===== config.mk =====
export PLATFORM = sky130hd
export DESIGN_NAME = gate_pair_gen
export DESIGN_NICKNAME = d
export VERILOG_FILES = /design/src/rtl/dgg_pkg.sv /design/src/rtl/dgg_channel.sv /design/src/rtl/dgg_router.sv /design/src/rtl/gate_pair_gen.sv
export SDC_FILE = /design/constraint.sdc
export NUM_CORES = 1
export LEC_CHECK = 0
export BUFFER_PORTS_ARGS = -buffer_cell sky130_fd_sc_hd__buf_2
export CAP_MARGIN = 10
export CORE_AREA = 2 2 114 116
export DETAILED_ROUTE_END_ITERATION = 6
export DIE_AREA = 0 0 116 118
export REMOVE_ABC_BUFFERS = 1
export SYNTH_ARGS = -nofsm -noshare
export SYNTH_HDL_FRONTEND = slang
export SYNTH_SLANG_ARGS = --single-unit

===== constraint.sdc =====
create_clock -name clk -period 3.24 [get_ports clk]
set_input_delay 0.324 -clock clk [delete_from_list [all_inputs] [get_ports clk]]
set_output_delay 0.324 -clock clk [all_outputs]
set_load 0.005 [all_outputs]

===== src/rtl/dgg_pkg.sv =====
package dgg_pkg;
  typedef enum logic [1:0] {
    PH_IDLE = 2'd0,
    PH_DLY  = 2'd1,
    PH_WID  = 2'd2
  } phase_e;

  localparam logic [1:0] MODE_JOINED = 2'b00;
  localparam logic [1:0] MODE_TOGGLE = 2'b11;
endpackage


===== src/rtl/dgg_channel.sv =====
module dgg_channel
  import dgg_pkg::*;
#(
  parameter int CODE_W    = 8,
  parameter int SHORT_DLY = 1,
  parameter int BASE_DLY  = 6,
  parameter int DLY_STEP  = 2,
  parameter int WID_STEP  = 2,
  parameter int CNT_W     = 10
) (
  input  logic              clk,
  input  logic              rst_n,
  input  logic              start_i,
  input  logic              clear_i,
  input  logic [CODE_W-1:0] dly_code_i,
  input  logic [CODE_W-1:0] wid_code_i,
  output logic              gate_o,
  output logic              busy_o
);
  phase_e              phase_q, phase_d;
  logic [CNT_W-1:0]    cnt_q, cnt_d;
  logic [CODE_W-1:0]   wid_q, wid_d;
  logic [CNT_W-1:0]    dly_cyc, wid_cyc;

  // non-linear delay code to cycle count
  always_comb begin
    if (dly_code_i == '0)
      dly_cyc = CNT_W'(SHORT_DLY);
    else
      dly_cyc = CNT_W'(BASE_DLY) + CNT_W'(DLY_STEP) * (CNT_W'(dly_code_i) - CNT_W'(1));
    wid_cyc = CNT_W'(WID_STEP) * CNT_W'(wid_q);
  end

  always_comb begin
    phase_d = phase_q;
    cnt_d   = cnt_q;
    wid_d   = wid_q;
    if (clear_i) begin
      phase_d = PH_IDLE;
      cnt_d   = '0;
    end else begin
      case (phase_q)
        PH_IDLE: if (start_i) begin
          phase_d = PH_DLY;
          cnt_d   = dly_cyc - CNT_W'(1);
          wid_d   = wid_code_i;
        end
        PH_DLY: begin
          if (cnt_q == '0) begin
            if (wid_q == '0) begin
              phase_d = PH_IDLE;
            end else begin
              phase_d = PH_WID;
              cnt_d   = wid_cyc - CNT_W'(1);
            end
          end else begin
            cnt_d = cnt_q - CNT_W'(1);
          end
        end
        PH_WID: begin
          if (cnt_q == '0) phase_d = PH_IDLE;
          else             cnt_d   = cnt_q - CNT_W'(1);
        end
        default: phase_d = PH_IDLE;
      endcase
    end
  end

  always_ff @(posedge clk or negedge rst_n) begin
    if (!rst_n) begin
      phase_q <= PH_IDLE;
      cnt_q   <= '0;
      wid_q   <= '0;
    end else begin
      phase_q <= phase_d;
      cnt_q   <= cnt_d;
      wid_q   <= wid_d;
    end
  end

  assign gate_o = (phase_q == PH_WID);
  assign busy_o = (phase_q != PH_IDLE);

  AST_CLEAR_STOPS: assert property (@(posedge clk) disable iff (!rst_n)
    clear_i |=> !busy_o);
  AST_START_WHEN_FREE: assert property (@(posedge clk) disable iff (!rst_n)
    start_i |-> !busy_o);
  AST_ZERO_WIDTH_NO_GATE: assert property (@(posedge clk) disable iff (!rst_n)
    (phase_q == PH_DLY && wid_q == '0) |=> !gate_o);
  AST_GATE_INSIDE_BUSY: assert property (@(posedge clk) disable iff (!rst_n)
    gate_o |-> busy_o);
endmodule


===== src/rtl/dgg_router.sv =====
module dgg_router
  import dgg_pkg::*;
(
  input  logic       clk,
  input  logic       rst_n,
  input  logic [1:0] trig_i,
  input  logic       clear_i,
  input  logic [1:0] sel_i,
  input  logic [1:0] mode_i,
  input  logic [1:0] busy_i,
  output logic [1:0] start_o,
  output logic       lost_o
);
  logic [1:0] trig_q;
  logic       ptr_q, ptr_d;
  logic       lost_q, lost_d;
  logic [1:0] edge_w, en_w, free_w;

  assign edge_w = trig_i & ~trig_q;
  assign en_w   = {sel_i[1] && (mode_i != MODE_JOINED), sel_i[0]};
  assign free_w = en_w & ~busy_i;

  always_comb begin
    start_o = '0;
    lost_d  = 1'b0;
    ptr_d   = ptr_q;
    if (!clear_i) begin
      if (mode_i == MODE_TOGGLE) begin
        if (edge_w[0]) begin
          if (free_w[ptr_q]) begin
            start_o[ptr_q] = 1'b1;
            ptr_d          = ~ptr_q;
          end else if (free_w[~ptr_q]) begin
            start_o[~ptr_q] = 1'b1;
          end else if (|en_w) begin
            lost_d = 1'b1;
          end
        end
      end else begin
        for (int g = 0; g < 2; g++) begin
          if (edge_w[g] && en_w[g]) begin
            if (busy_i[g]) lost_d     = 1'b1;
            else           start_o[g] = 1'b1;
          end
        end
      end
    end
  end

  always_ff @(posedge clk or negedge rst_n) begin
    if (!rst_n) begin
      trig_q <= '0;
      ptr_q  <= 1'b0;
      lost_q <= 1'b0;
    end else begin
      trig_q <= trig_i;
      ptr_q  <= ptr_d;
      lost_q <= lost_d;
    end
  end

  assign lost_o = lost_q;

  AST_JOINED_NO_GEN1: assert property (@(posedge clk) disable iff (!rst_n)
    (mode_i == MODE_JOINED) |-> !start_o[1]);
  AST_TOGGLE_ONE_START: assert property (@(posedge clk) disable iff (!rst_n)
    (mode_i == MODE_TOGGLE) |-> $onehot0(start_o));
  AST_CLEAR_NO_START: assert property (@(posedge clk) disable iff (!rst_n)
    clear_i |-> (start_o == 2'b00));
  AST_LOST_AFTER_TRIG: assert property (@(posedge clk) disable iff (!rst_n)
    lost_o |-> $past(|trig_i));
endmodule


===== src/rtl/gate_pair_gen.sv =====
module gate_pair_gen #(
  parameter int CODE_W    = 8,
  parameter int SHORT_DLY = 1,
  parameter int BASE_DLY  = 6,
  parameter int DLY_STEP  = 2,
  parameter int WID_STEP  = 2
) (
  input  logic              clk,
  input  logic              rst_n,
  input  logic [1:0]        trig_i,
  input  logic              fclr_i,
  input  logic [CODE_W-1:0] dly_code0_i,
  input  logic [CODE_W-1:0] wid_code0_i,
  input  logic [CODE_W-1:0] dly_code1_i,
  input  logic [CODE_W-1:0] wid_code1_i,
  input  logic [1:0]        gen_sel_i,
  input  logic [1:0]        bank_mode_i,
  output logic [1:0]        gate_o,
  output logic [1:0]        busy_o,
  output logic              lost_o
);
  localparam int MAX_CODE = (1 << CODE_W) - 1;
  localparam int MAX_DLY  = BASE_DLY + DLY_STEP * MAX_CODE;
  localparam int MAX_WID  = WID_STEP * MAX_CODE;
  localparam int MAX_CYC  = (MAX_DLY > MAX_WID) ? MAX_DLY : MAX_WID;
  localparam int CNT_W    = $clog2(MAX_CYC + 1);

  logic [1:0]        start_w;
  logic [CODE_W-1:0] dly_arr [2];
  logic [CODE_W-1:0] wid_arr [2];

  assign dly_arr[0] = dly_code0_i;
  assign dly_arr[1] = dly_code1_i;
  assign wid_arr[0] = wid_code0_i;
  assign wid_arr[1] = wid_code1_i;

  dgg_router u_router (
    .clk     (clk),
    .rst_n   (rst_n),
    .trig_i  (trig_i),
    .clear_i (fclr_i),
    .sel_i   (gen_sel_i),
    .mode_i  (bank_mode_i),
    .busy_i  (busy_o),
    .start_o (start_w),
    .lost_o  (lost_o)
  );

  for (genvar g = 0; g < 2; g++) begin : g_chan
    dgg_channel #(
      .CODE_W    (CODE_W),
      .SHORT_DLY (SHORT_DLY),
      .BASE_DLY  (BASE_DLY),
      .DLY_STEP  (DLY_STEP),
      .WID_STEP  (WID_STEP),
      .CNT_W     (CNT_W)
    ) u_chan (
      .clk        (clk),
      .rst_n      (rst_n),
      .start_i    (start_w[g]),
      .clear_i    (fclr_i),
      .dly_code_i (dly_arr[g]),
      .wid_code_i (wid_arr[g]),
      .gate_o     (gate_o[g]),
      .busy_o     (busy_o[g])
    );
  end
endmodule


# Yosys cells after proc, flatten, opt, wreduce, memory -nomap -nowiden
# Cells that the tools add are included.
[totals]
register_bits = 44
in_bits = 41
output_inout_bits = 5
[op_classes]
addsub = 10
order_cmp = 4
n_eq_ne = 15
n_mux = 53
bitwise_logic = 6
reduce_logical = 26
[ops]
columns = ["op", "n"]
rows = [
  ["2-to-1 mux 10 bit", 12],
  ["one-hot mux 10 bit (3 select lines)", 2],
  ["subtractor 10 x 1 -> 10 bit, second input constant", 4],
  ["logical NOT 8 bit", 4],
  ["2-to-1 mux 2 bit", 15],
  ["adder 3 x 10 -> 10 bit, first input constant", 2],
  ["logical NOT 10 bit", 2],
  ["2-to-1 mux 1 bit", 20],
  ["subtractor 9 x 1 -> 10 bit, second input constant", 2],
  ["inequality test 3 bit, second input constant", 6],
  ["subtractor 8 x 1 -> 9 bit, second input constant", 2],
  ["one-hot mux 2 bit (3 select lines)", 2],
  ["AND reduction 3 bit", 4],
  ["AND reduction 4 bit", 3],
  ["inequality test 4 bit, second input constant", 2],
  ["nonzero test 4 bit", 2],
  ["== test 2 bit, second input constant", 3],
  ["inequality test 3 x 2 -> 1 bit, second input constant", 2],
  ["nonzero test 2 bit", 3],
  ["logical AND 1 bit", 5],
  ["bitwise AND 2 bit", 2],
  ["== test 2 x 1 -> 1 bit, second input constant", 2],
  ["logical NOT 2 bit", 2],
  ["< comparator 1 x 2 -> 1 bit, second input constant", 2],
  ["5 further kinds", 9],
]

# Longest topological paths before layout
# Gate-level depths: netlist of run 1.
[depth]
word_depth = 13
ltp_mapped = 13
mapped_depth_nobuf = 10

# Modules after synthesis
# Synthesis of run 1 repeated with hierarchy kept, for this count alone.
[hier_totals]
cells_unflattened = 521
hier_area_um2 = 4362.9
[modules_own_cells]
columns = ["module", "instances", "cells_each", "area_each_um2", "seq_area_each_um2"]
rows = [
  ["dgg_channel", 2, 247, 2053.2, 500.5],
  ["dgg_router", 1, 27, 256.5, 100.1],
]

# Least setup slack after synthesis of run 1
# OpenSTA, ideal clock, no wires.
[synth_timing]
kind = "input -> register"
start = "input dly_code0_i[0]"
end = "register g_chan[0].u_chan.cnt_q[9]"
setup_time_ns = 0.110
t_arrival_ns = 2.744
t_required_ns = 3.130
path_slack_ns = 0.386
path_stages = 12
n_path_buf = 2
cell_sequence = "clkbuf_1 -> inv_1 -> ha_1 -> buf_4 -> or3b_2 -> xor2_1 -> nand3_1 -> a21oi_1 -> o221a_2 -> nand3_1 -> mux2i_1 -> o41ai_1"
[synth_via]
elab_chain_cells = 7
[synth_rtl]
columns = ["element", "line", "rtl"]
rows = [
  ["start: declaration", "gate_pair_gen.sv:12", "input logic [CODE_W-1:0] dly_code0_i,"],
  ["subtractor 8 x 1 -> 9 bit", "dgg_channel.sv:30", "dly_cyc = CNT_W'(BASE_DLY) + CNT_W'(DLY_STEP) * (CNT_W'(dly_code_i) - CNT_W'(1));"],
  ["adder 3 x 10 -> 10 bit", "dgg_channel.sv:30", ""],
  ["2-to-1 mux 10 bit *", "dgg_channel.sv:27", "if (dly_code_i == '0)"],
  ["subtractor 10 x 1 -> 10 bit *", "dgg_channel.sv:45", "cnt_d = dly_cyc - CNT_W'(1);"],
  ["2-to-1 mux 10 bit *", "dgg_channel.sv:43", "PH_IDLE: if (start_i) begin"],
  ["one-hot mux 10 bit (3 select lines) *", "dgg_channel.sv:42", "case (phase_q)"],
  ["2-to-1 mux 10 bit *", "dgg_channel.sv:38", "if (clear_i) begin"],
  ["end signal: assignment", "dgg_channel.sv:76", "cnt_q <= cnt_d;"],
  ["end: declaration", "dgg_channel.sv:21", "logic [CNT_W-1:0] cnt_q, cnt_d;"],
]
# Every way passes the cells marked *; elsewhere a longest branch is shown, timed or not. The select of a mux whose other input is x is not followed.
# A chain may end at the register's enable or synchronous reset.

# Worst setup path after layout of run 1
[layout_timing]
start = "register g_chan[0].u_chan.cnt_q[0]"
end = "register g_chan[0].u_chan.cnt_q[6]"
[layout_via]
elab_chain_cells = 4
[layout_rtl]
columns = ["element", "line"]
rows = [
  ["subtractor 10 x 1 -> 10 bit / logical NOT 10 bit (equally long branches)", "n/a"],
  ["2-to-1 mux 10 bit (on tied branches)", "dgg_channel.sv:61, dgg_channel.sv:49"],
  ["one-hot mux 10 bit (3 select lines)", "dgg_channel.sv:42"],
  ["2-to-1 mux 10 bit", "dgg_channel.sv:38"],
]
# Parallel ways exist; a longest one is shown, timed or not. The select of a mux whose other input is x is not followed.

==> results.sh, run 1 <==
export IMPL_drt_pre_antenna_iters=4
export IMPL_crit_arrival_ps=3010
export IMPL_antenna_found_initial=0
export IMPL_io_pins=46
export IMPL_finalSetupViolCount=0
export IMPL_drcViolationCount=0
export IMPL_grt_overflow=0
export IMPL_whs_endpoint="u_router.trig_q[1]$_DFF_PN0_"
export IMPL_synth_most_common_cell="dfrtp_1"
export IMPL_drtIter0Drc=223
export IMPL_yosys_top_cells_count="dfrtp_1, o21ai_0, nor2_1"
export IMPL_hold_viol=0
export IMPL_areaGrowthSynthToFinish_pct=11.4
export IMPL_p_total_w=0.00205
export IMPL_grt_pass1_wl_um=18100
export IMPL_path_max_fanout=9
export IMPL_synthCells=527
export IMPL_async_flop_share_pct=100
export IMPL_ant_nets=0
export IMPL_min_path_cells=1
export IMPL_regToRegSetupSlack_ps=410
export IMPL_ys_flop_type="dfrtp_1"
export IMPL_synth_area_per_cell_um2=8.12
export IMPL_drive_above_1_share_pct=16.9
export IMPL_worst_r2r_cell_count=9
export IMPL_fin_setup_tns_ps=0
export IMPL_antenna_cells=0
export IMPL_critPathLaunchType="flip-flop"
export IMPL_yosys_warnings=0
export IMPL_status="complete, no violations"
export IMPL_worst_slew_pin_slew_ps=1010
export IMPL_grt_usage_pct=15.9
export IMPL_drv_cap=0
export IMPL_required_ps=3420
export IMPL_path_clk_slew_ps=70
export IMPL_place_congestion=0.879
export IMPL_grt_pass1_vias=3831
export IMPL_core_um2=12400
export IMPL_die_x_um=116
export IMPL_dr_total_vias=3989
export IMPL_relSlewSlack_pct=32.6
export IMPL_finalNonFillerCells=723
export IMPL_finalCritPeriodShare_pct=87.2
export IMPL_start_util_pct=34.5
export IMPL_ys_seq_area_share_pct=25.7
export IMPL_synth_edf_count=0
export IMPL_cts_buffers=5
export IMPL_dp_cells=715
export IMPL_cts_sinks=44
export IMPL_synth_top_area_cell="dfrtp_1"
export IMPL_ctsResizeCount=0
export IMPL_fin_skew_ps=5.77
export IMPL_wire_per_inst_um=14.5
export IMPL_whs_ps=157
export IMPL_fin_nets=611
export IMPL_rows=41
export IMPL_drv_slew=0
export IMPL_grt_max_degree=45
export IMPL_dp_hpwl_um=7900
export IMPL_synth_cell_types=75
export IMPL_port_buffers=45
export IMPL_dieArea_um2=13700
export IMPL_worstSkewPairLatency_ps=300
export IMPL_worstHoldPathType="input pin to flip-flop"
export IMPL_die_y_um=118
export IMPL_post_cts_buffers=0
export IMPL_root_buffer="clkbuf_16"
export IMPL_period_needed_ps=2830
export IMPL_cts_max_level=2
export IMPL_synth_top_area_share_pct=25.7
export IMPL_endpoint_kind="flip-flop"
export IMPL_ys_ff_latch=44
export IMPL_r2r_end="g_chan[0].u_chan.cnt_q[6]$_DFFE_PN0P_"
export IMPL_p_leak_nw=1.91
export IMPL_max_freq_ghz=0.354
export IMPL_synth_area_top_cells="dfrtp_1, xnor2_1, ha_1"
export IMPL_p_per_area_nw_per_um2=431
export IMPL_rsz0062_at_grt="no"
export IMPL_r2r_start="g_chan[0].u_chan.cnt_q[0]$_DFFE_PN0P_"
export IMPL_ir_drop_mv=0.346
export IMPL_hold_buffers=0
export IMPL_critPathKind="flip-flop to flip-flop"
export IMPL_viasPerCell=5.52
export IMPL_cts_tree="done"
export IMPL_clk_path_buf_depth=2
export IMPL_hold_start="trig_i[1]"
export IMPL_syn_area_um2=4280
export IMPL_wirelength_um=10500
-- cell usage in the layout, fill, tap and decap left out, types with 6 or more instances in the layout --
master,Yosys,final
o21ai_0,39,39
nand2_1,37,37
nor2_1,38,38
and2_1,6,6
ha_1,20,20
mux2_2,17,17
xnor2_1,34,34
xor2_1,14,14
buf_4,5,6
dfrtp_1,44,44
a21oi_1,27,27
nor3_1,26,26
nand3b_1,9,9
inv_1,25,25
a211oi_1,9,9
buf_2,7,45
nand3_1,14,14
nor4_1,10,10
nor2b_1,9,9
-- metal layers --
layer  part of all wire, %  vias to the layer above  wire length (µm)  global-route usage (%)
met3                   3.8                       17               398                    2.73
met5                     0                        -                 0                       0
met1                    47                     1908              4890                    22.1
li1                      -                     1975                 -                       -
met2                    48                       89              5010                    25.4
met4                   1.7                        0               174                    4.09
-- power breakdown --
part	switching [W]	internal, W
registers	0.0000906	0.000629
logic	0.000416	0.000326
clock network	0.000228	0.000363
-- logic make-up after synthesis --
group / count (synthesis) / share of synthesized area [%]
muxes: 23 / 5.99
AOI/OAI and AO/OA: 141 / 22.2
adders and majority gates: 20 / 5.85
buffers and inverters: 60 / 6.08
xor gates and xnor gates: 49 / 10.4
and+or+nand+nor: 190 / 23.8
DFF: 44 / 25.7
-- stage by stage --
step	utilization, %	cell area, µm²	setup slack [ps]
5_1_grt	38.4	4770	162
3_5_place_dp	37.0	4600	273
6_report	38.4	4770	414
2_1_floorplan	-	4110	494
3_3_place_gp	37.0	4600	330
4_1_cts	38.4	4770	419
-- worst max-delay path, cell delays in order, from the launching register on --
cell,delay [ps]
dfrtp_1,400
inv_1,90
ha_1,190
nand2b_1,130
or2_2,310
or4_1,520
or2_0,420
o221ai_1,280
o21ai_0,110
o41ai_1,260
-- registers in the layout (all words and copies together) (netlist names) --
signal and count:
u_router.trig_q 2, u_router.ptr_q 1, u_router.lost_o 1, g_chan.u_chan.wid_q 16
g_chan.u_chan.cnt_q 20, g_chan.u_chan.phase_q 4
-- worst max path at each step --
stage	from	endpoint	slack, ps	cells past startpoint
finish	g_chan[0].u_chan.cnt_q[0]$_DFFE_PN0P_	g_chan[0].u_chan.cnt_q[6]$_DFFE_PN0P_	410	9
global route	g_chan[0].u_chan.cnt_q[0]$_DFFE_PN0P_	g_chan[0].u_chan.cnt_q[6]$_DFFE_PN0P_	160	9
CTS	g_chan[0].u_chan.cnt_q[0]$_DFFE_PN0P_	g_chan[0].u_chan.cnt_q[6]$_DFFE_PN0P_	420	9
detailed placement	dly_code1_i[0]	g_chan[1].u_chan.cnt_q[8]$_DFFE_PN0P_	270	11
global placement	dly_code1_i[0]	g_chan[1].u_chan.cnt_q[9]$_DFFE_PN0P_	330	11
floorplan	dly_code0_i[0]	g_chan[0].u_chan.cnt_q[9]$_DFFE_PN0P_	490	10
-- layout make-up --
class | count | area, µm²
clock buffer | 5 | 125
multi-input combinational | 423 | 2920
fill | 1328 | 7650
timing repair buffer | 51 | 270
sequential | 44 | 1100
clock inverter | 3 | 42.5
tap | 172 | 215
inverter | 25 | 93.8
Note: power is estimated with default switching activity, not from simulation.
==> run 2, diff against run 1 <==
--- a/config.mk
+++ b/config.mk
@@ -5,12 +5,14 @@
 export SDC_FILE = /design/constraint.sdc
 export NUM_CORES = 1
 export LEC_CHECK = 0
+export ABC_AREA = 1
 export BUFFER_PORTS_ARGS = -buffer_cell sky130_fd_sc_hd__buf_2
 export CAP_MARGIN = 10
-export CORE_AREA = 2 2 114 116
+export CORE_AREA = 2 2 111 113
 export DETAILED_ROUTE_END_ITERATION = 6
-export DIE_AREA = 0 0 116 118
+export DIE_AREA = 0 0 113 115
 export REMOVE_ABC_BUFFERS = 1
+export SKIP_CTS_REPAIR_TIMING = 1
 export SYNTH_ARGS = -nofsm -noshare
 export SYNTH_HDL_FRONTEND = slang
 export SYNTH_SLANG_ARGS = --single-unit
==> results.sh, run 2 <==
export IMPL_cp_num_buf_inv=2
export IMPL_fin_nets=696
export IMPL_final_cell_mix="nand2_1, inv_1, nor2_1"
export IMPL_cts_buffers=5
export IMPL_synth_area_per_cell_um2=6.82
export IMPL_yosys_warnings=0
export IMPL_crit_arrival_ps=2380
export IMPL_rsz0062_at_grt="no"
export IMPL_layout_commonest_cell="nand2_1"
export IMPL_core_um2=11800
export IMPL_synth_compound_area_share_pct=13.9
export IMPL_io_pins=46
export IMPL_finalSetupViolCount=0
export IMPL_cts_tree="done"
export IMPL_rows=40
export IMPL_synth_top_family_by_area="simple AND/OR/NAND/NOR gates"
export IMPL_start_util_pct=34.2
export IMPL_ys_ff_latch=44
export IMPL_largest_register_ffs=20
export IMPL_grt_pass1_wl_um=16900
export IMPL_reg_largest_list="g_chan.u_chan.cnt_q x20, g_chan.u_chan.wid_q x16, g_chan.u_chan.phase_q x4"
export IMPL_hold_viol=0
export IMPL_endpoint_kind="flip-flop"
export IMPL_root_buffer="clkbuf_16"
export IMPL_path_clk_slew_ps=70
export IMPL_p_sw_w=0.000828
export IMPL_drt_pre_antenna_iters=6
export IMPL_die_x_um=113
export IMPL_fin_setup_tns_ps=0
export IMPL_drv_slew=0
export IMPL_critPathKind="flip-flop to flip-flop"
export IMPL_dp_hpwl_um=7900
export IMPL_ir_drop_mv=0.285
export IMPL_antenna_found_initial=0
export IMPL_cp_top_family="simple AND/OR/NAND/NOR gates"
export IMPL_cts_max_level=2
export IMPL_drv_cap=0
export IMPL_grt_pass1_vias=3826
export IMPL_max_freq_ghz=0.451
export IMPL_worst_slew_pin_slew_ps=1010
export IMPL_p_per_area_nw_per_um2=474
export IMPL_worstSkewPairLatency_ps=280
export IMPL_cp_slowest_cell="dfrtp_1"
export IMPL_synth_top_area_cell="dfrtp_1"
export IMPL_areaGrowthSynthToFinish_pct=12.9
export IMPL_cp_slowest_stage_delay_ps=380
export IMPL_crit_chain="inv_1 -> ha_1 -> nand3_1 -> inv_1 -> nand3_1 -> nor2_2 -> nor2_1 -> nor2_2 -> o21ai_0 -> a21oi_1 -> nor2_1 -> o21ai_0 -> nand2_1"
export IMPL_async_flop_share_pct=100
export IMPL_status="complete, but fails checks"
export IMPL_finalCritPeriodShare_pct=68.4
export IMPL_path_max_fanout=7
export IMPL_combPwrFrac_pct=38.9
export IMPL_synthSimpleGateAreaFrac_pct=35.0
export IMPL_synthCells=593
export IMPL_yosys_area_share_adder_pct=6.19
export IMPL_required_ps=3400
export IMPL_relSlewSlack_pct=32.9
export IMPL_dr_total_vias=3937
export IMPL_yosys_top_cells_count="nand2_1, inv_1, nor2_1"
export IMPL_critPathLaunchType="flip-flop"
export IMPL_dieArea_um2=13000
export IMPL_ant_nets=0
export IMPL_synth_xor_xnor_area_share_pct=6.47
export IMPL_synth_most_common_cell="nand2_1"
export IMPL_die_y_um=115
export IMPL_intPower_w=0.00134
export IMPL_drcViolationCount=2
export IMPL_max_flop_register="g_chan.u_chan.cnt_q"
export IMPL_clk_path_buf_depth=2
export IMPL_synth_cell_types=37
export IMPL_place_congestion=0.861
export IMPL_worstHoldPathType="input pin to flip-flop"
export IMPL_wirelength_um=9700
export IMPL_fin_skew_ps=9.52
export IMPL_switching_share_pct=38.3
export IMPL_period_needed_ps=2220
export IMPL_violations="DRC"
export IMPL_dpl_worst_slack_ps=909
export IMPL_antenna_cells=0
export IMPL_syn_area_um2=4040
export IMPL_grt_overflow=0
export IMPL_muxShareOfSynthArea_pct=0.835
export IMPL_p_leak_nw=2.27
export IMPL_grt_usage_pct=15.5
export IMPL_seqPwrFrac_pct=34.7
export IMPL_wire_per_inst_um=12.4
export IMPL_clkPwrFrac_pct=26.4
export IMPL_viasPerCell=5.03
export IMPL_synth_edf_count=0
export IMPL_port_buffers=45
export IMPL_drtIter0Drc=261
export IMPL_drive_above_1_share_pct=15.7
export IMPL_cts_sinks=44
export IMPL_grt_max_degree=45
export IMPL_worst_slack_ps=1020
export IMPL_ys_flop_type="dfrtp_1"
export IMPL_synth_area_top_cells="dfrtp_1, nand2_1, inv_1"
export IMPL_ys_seq_area_share_pct=27.2
export IMPL_synth_top_area_share_pct=27.2
==> run 2: changes by cell type after synthesis, moves of 10 or more <==
cell      change
nand3_1      +42
inv_1        +66
clkbuf_1     -15
nand2_2      +11
nor2_2       +12
mux2_2       -14
nor4_1       -10
xnor2_1      -27
nand2_1      +75
nor2_1       +21
nor3_1       -15
==> run 2: worst paths after layout <==
kind | startpoint | endpoint | slack [ps] | depth (start not counted)
hold / removal | trig_i[0] | u_router.trig_q[0]$_DFF_PN0_ | 170 | 1
setup reg to reg | g_chan[1].u_chan.cnt_q[0]$_DFFE_PN0P_ | g_chan[1].u_chan.cnt_q[8]$_DFFE_PN0P_ | 1020 | 13
hold reg to reg | g_chan[1].u_chan.cnt_q[9]$_DFFE_PN0P_ | g_chan[1].u_chan.cnt_q[9]$_DFFE_PN0P_ | 500 | 2
min in group asynchronous | rst_n | g_chan[0].u_chan.cnt_q[1]$_DFFE_PN0P_ | 220 | 1
max in group asynchronous | rst_n | g_chan[0].u_chan.wid_q[6]$_DFFE_PN0P_ | 2410 | 1
setup / recovery | g_chan[1].u_chan.cnt_q[0]$_DFFE_PN0P_ | g_chan[1].u_chan.cnt_q[8]$_DFFE_PN0P_ | 1020 | 13
==> run 2: cell type report <==
class,instances,area [µm²]
clock inverters,2,35.0
inverters,98,368
flip-flops and latches,44,1100
repair buffers,45,225
clock buffers,6,129
well taps,147,184
fillers,1294,7250
multi-input cells,441,2520
==> run 2: kinds of logic (layout without fill, tap and decap cells) <==
group,count (synthesis),in the layout
flip-flops,44,44
AO/OA/AOI/OAI,94,94
adder cells (fa/ha/maj),20,20
multiplexers,3,3
buffers and inverters,108,151
AND/OR/NAND/NOR,295,295
XOR/XNOR,29,29
==> run 2: power groups by stage <==
stage | sequential [W] | combinational, W | clock (W)
floorplan | 0.000736 | 0.000639 | 0
global placement | 0.000757 | 0.000832 | 0
detailed placement | 0.000760 | 0.000839 | 0
CTS | 0.000750 | 0.000846 | 0.000586
global route | 0.000767 | 0.000962 | 0.000606
finish | 0.000751 | 0.000843 | 0.000570
==> run 2: metrics by stage <==
step / power, W / hold WS (ps) / utilization [%] / area [µm²] / std cells
after floorplan: 0.00137 / 28.4 / - / 3990 / 583
after CTS: 0.00218 / 161 / 38.6 / 4560 / 783
after detailed placement: 0.00160 / 457 / 37.3 / 4400 / 775
final: 0.00216 / 165 / 38.6 / 4560 / 783
after global placement: 0.00159 / 456 / 37.3 / 4400 / 775
after global routing: 0.00233 / 160 / 38.6 / 4560 / 783
==> run 2: per-layer routing <==
| layer | track usage [%] | up-vias | share of wire (%) |
|---|---|---|---|
| li1 | - | 2032 | - |
| met1 | 20.1 | 1842 | 46 |
| met2 | 27.9 | 53 | 50 |
| met3 | 1.32 | 10 | 2.6 |
| met4 | 3.74 | 0 | 1.4 |
| met5 | 0 | - | 0 |
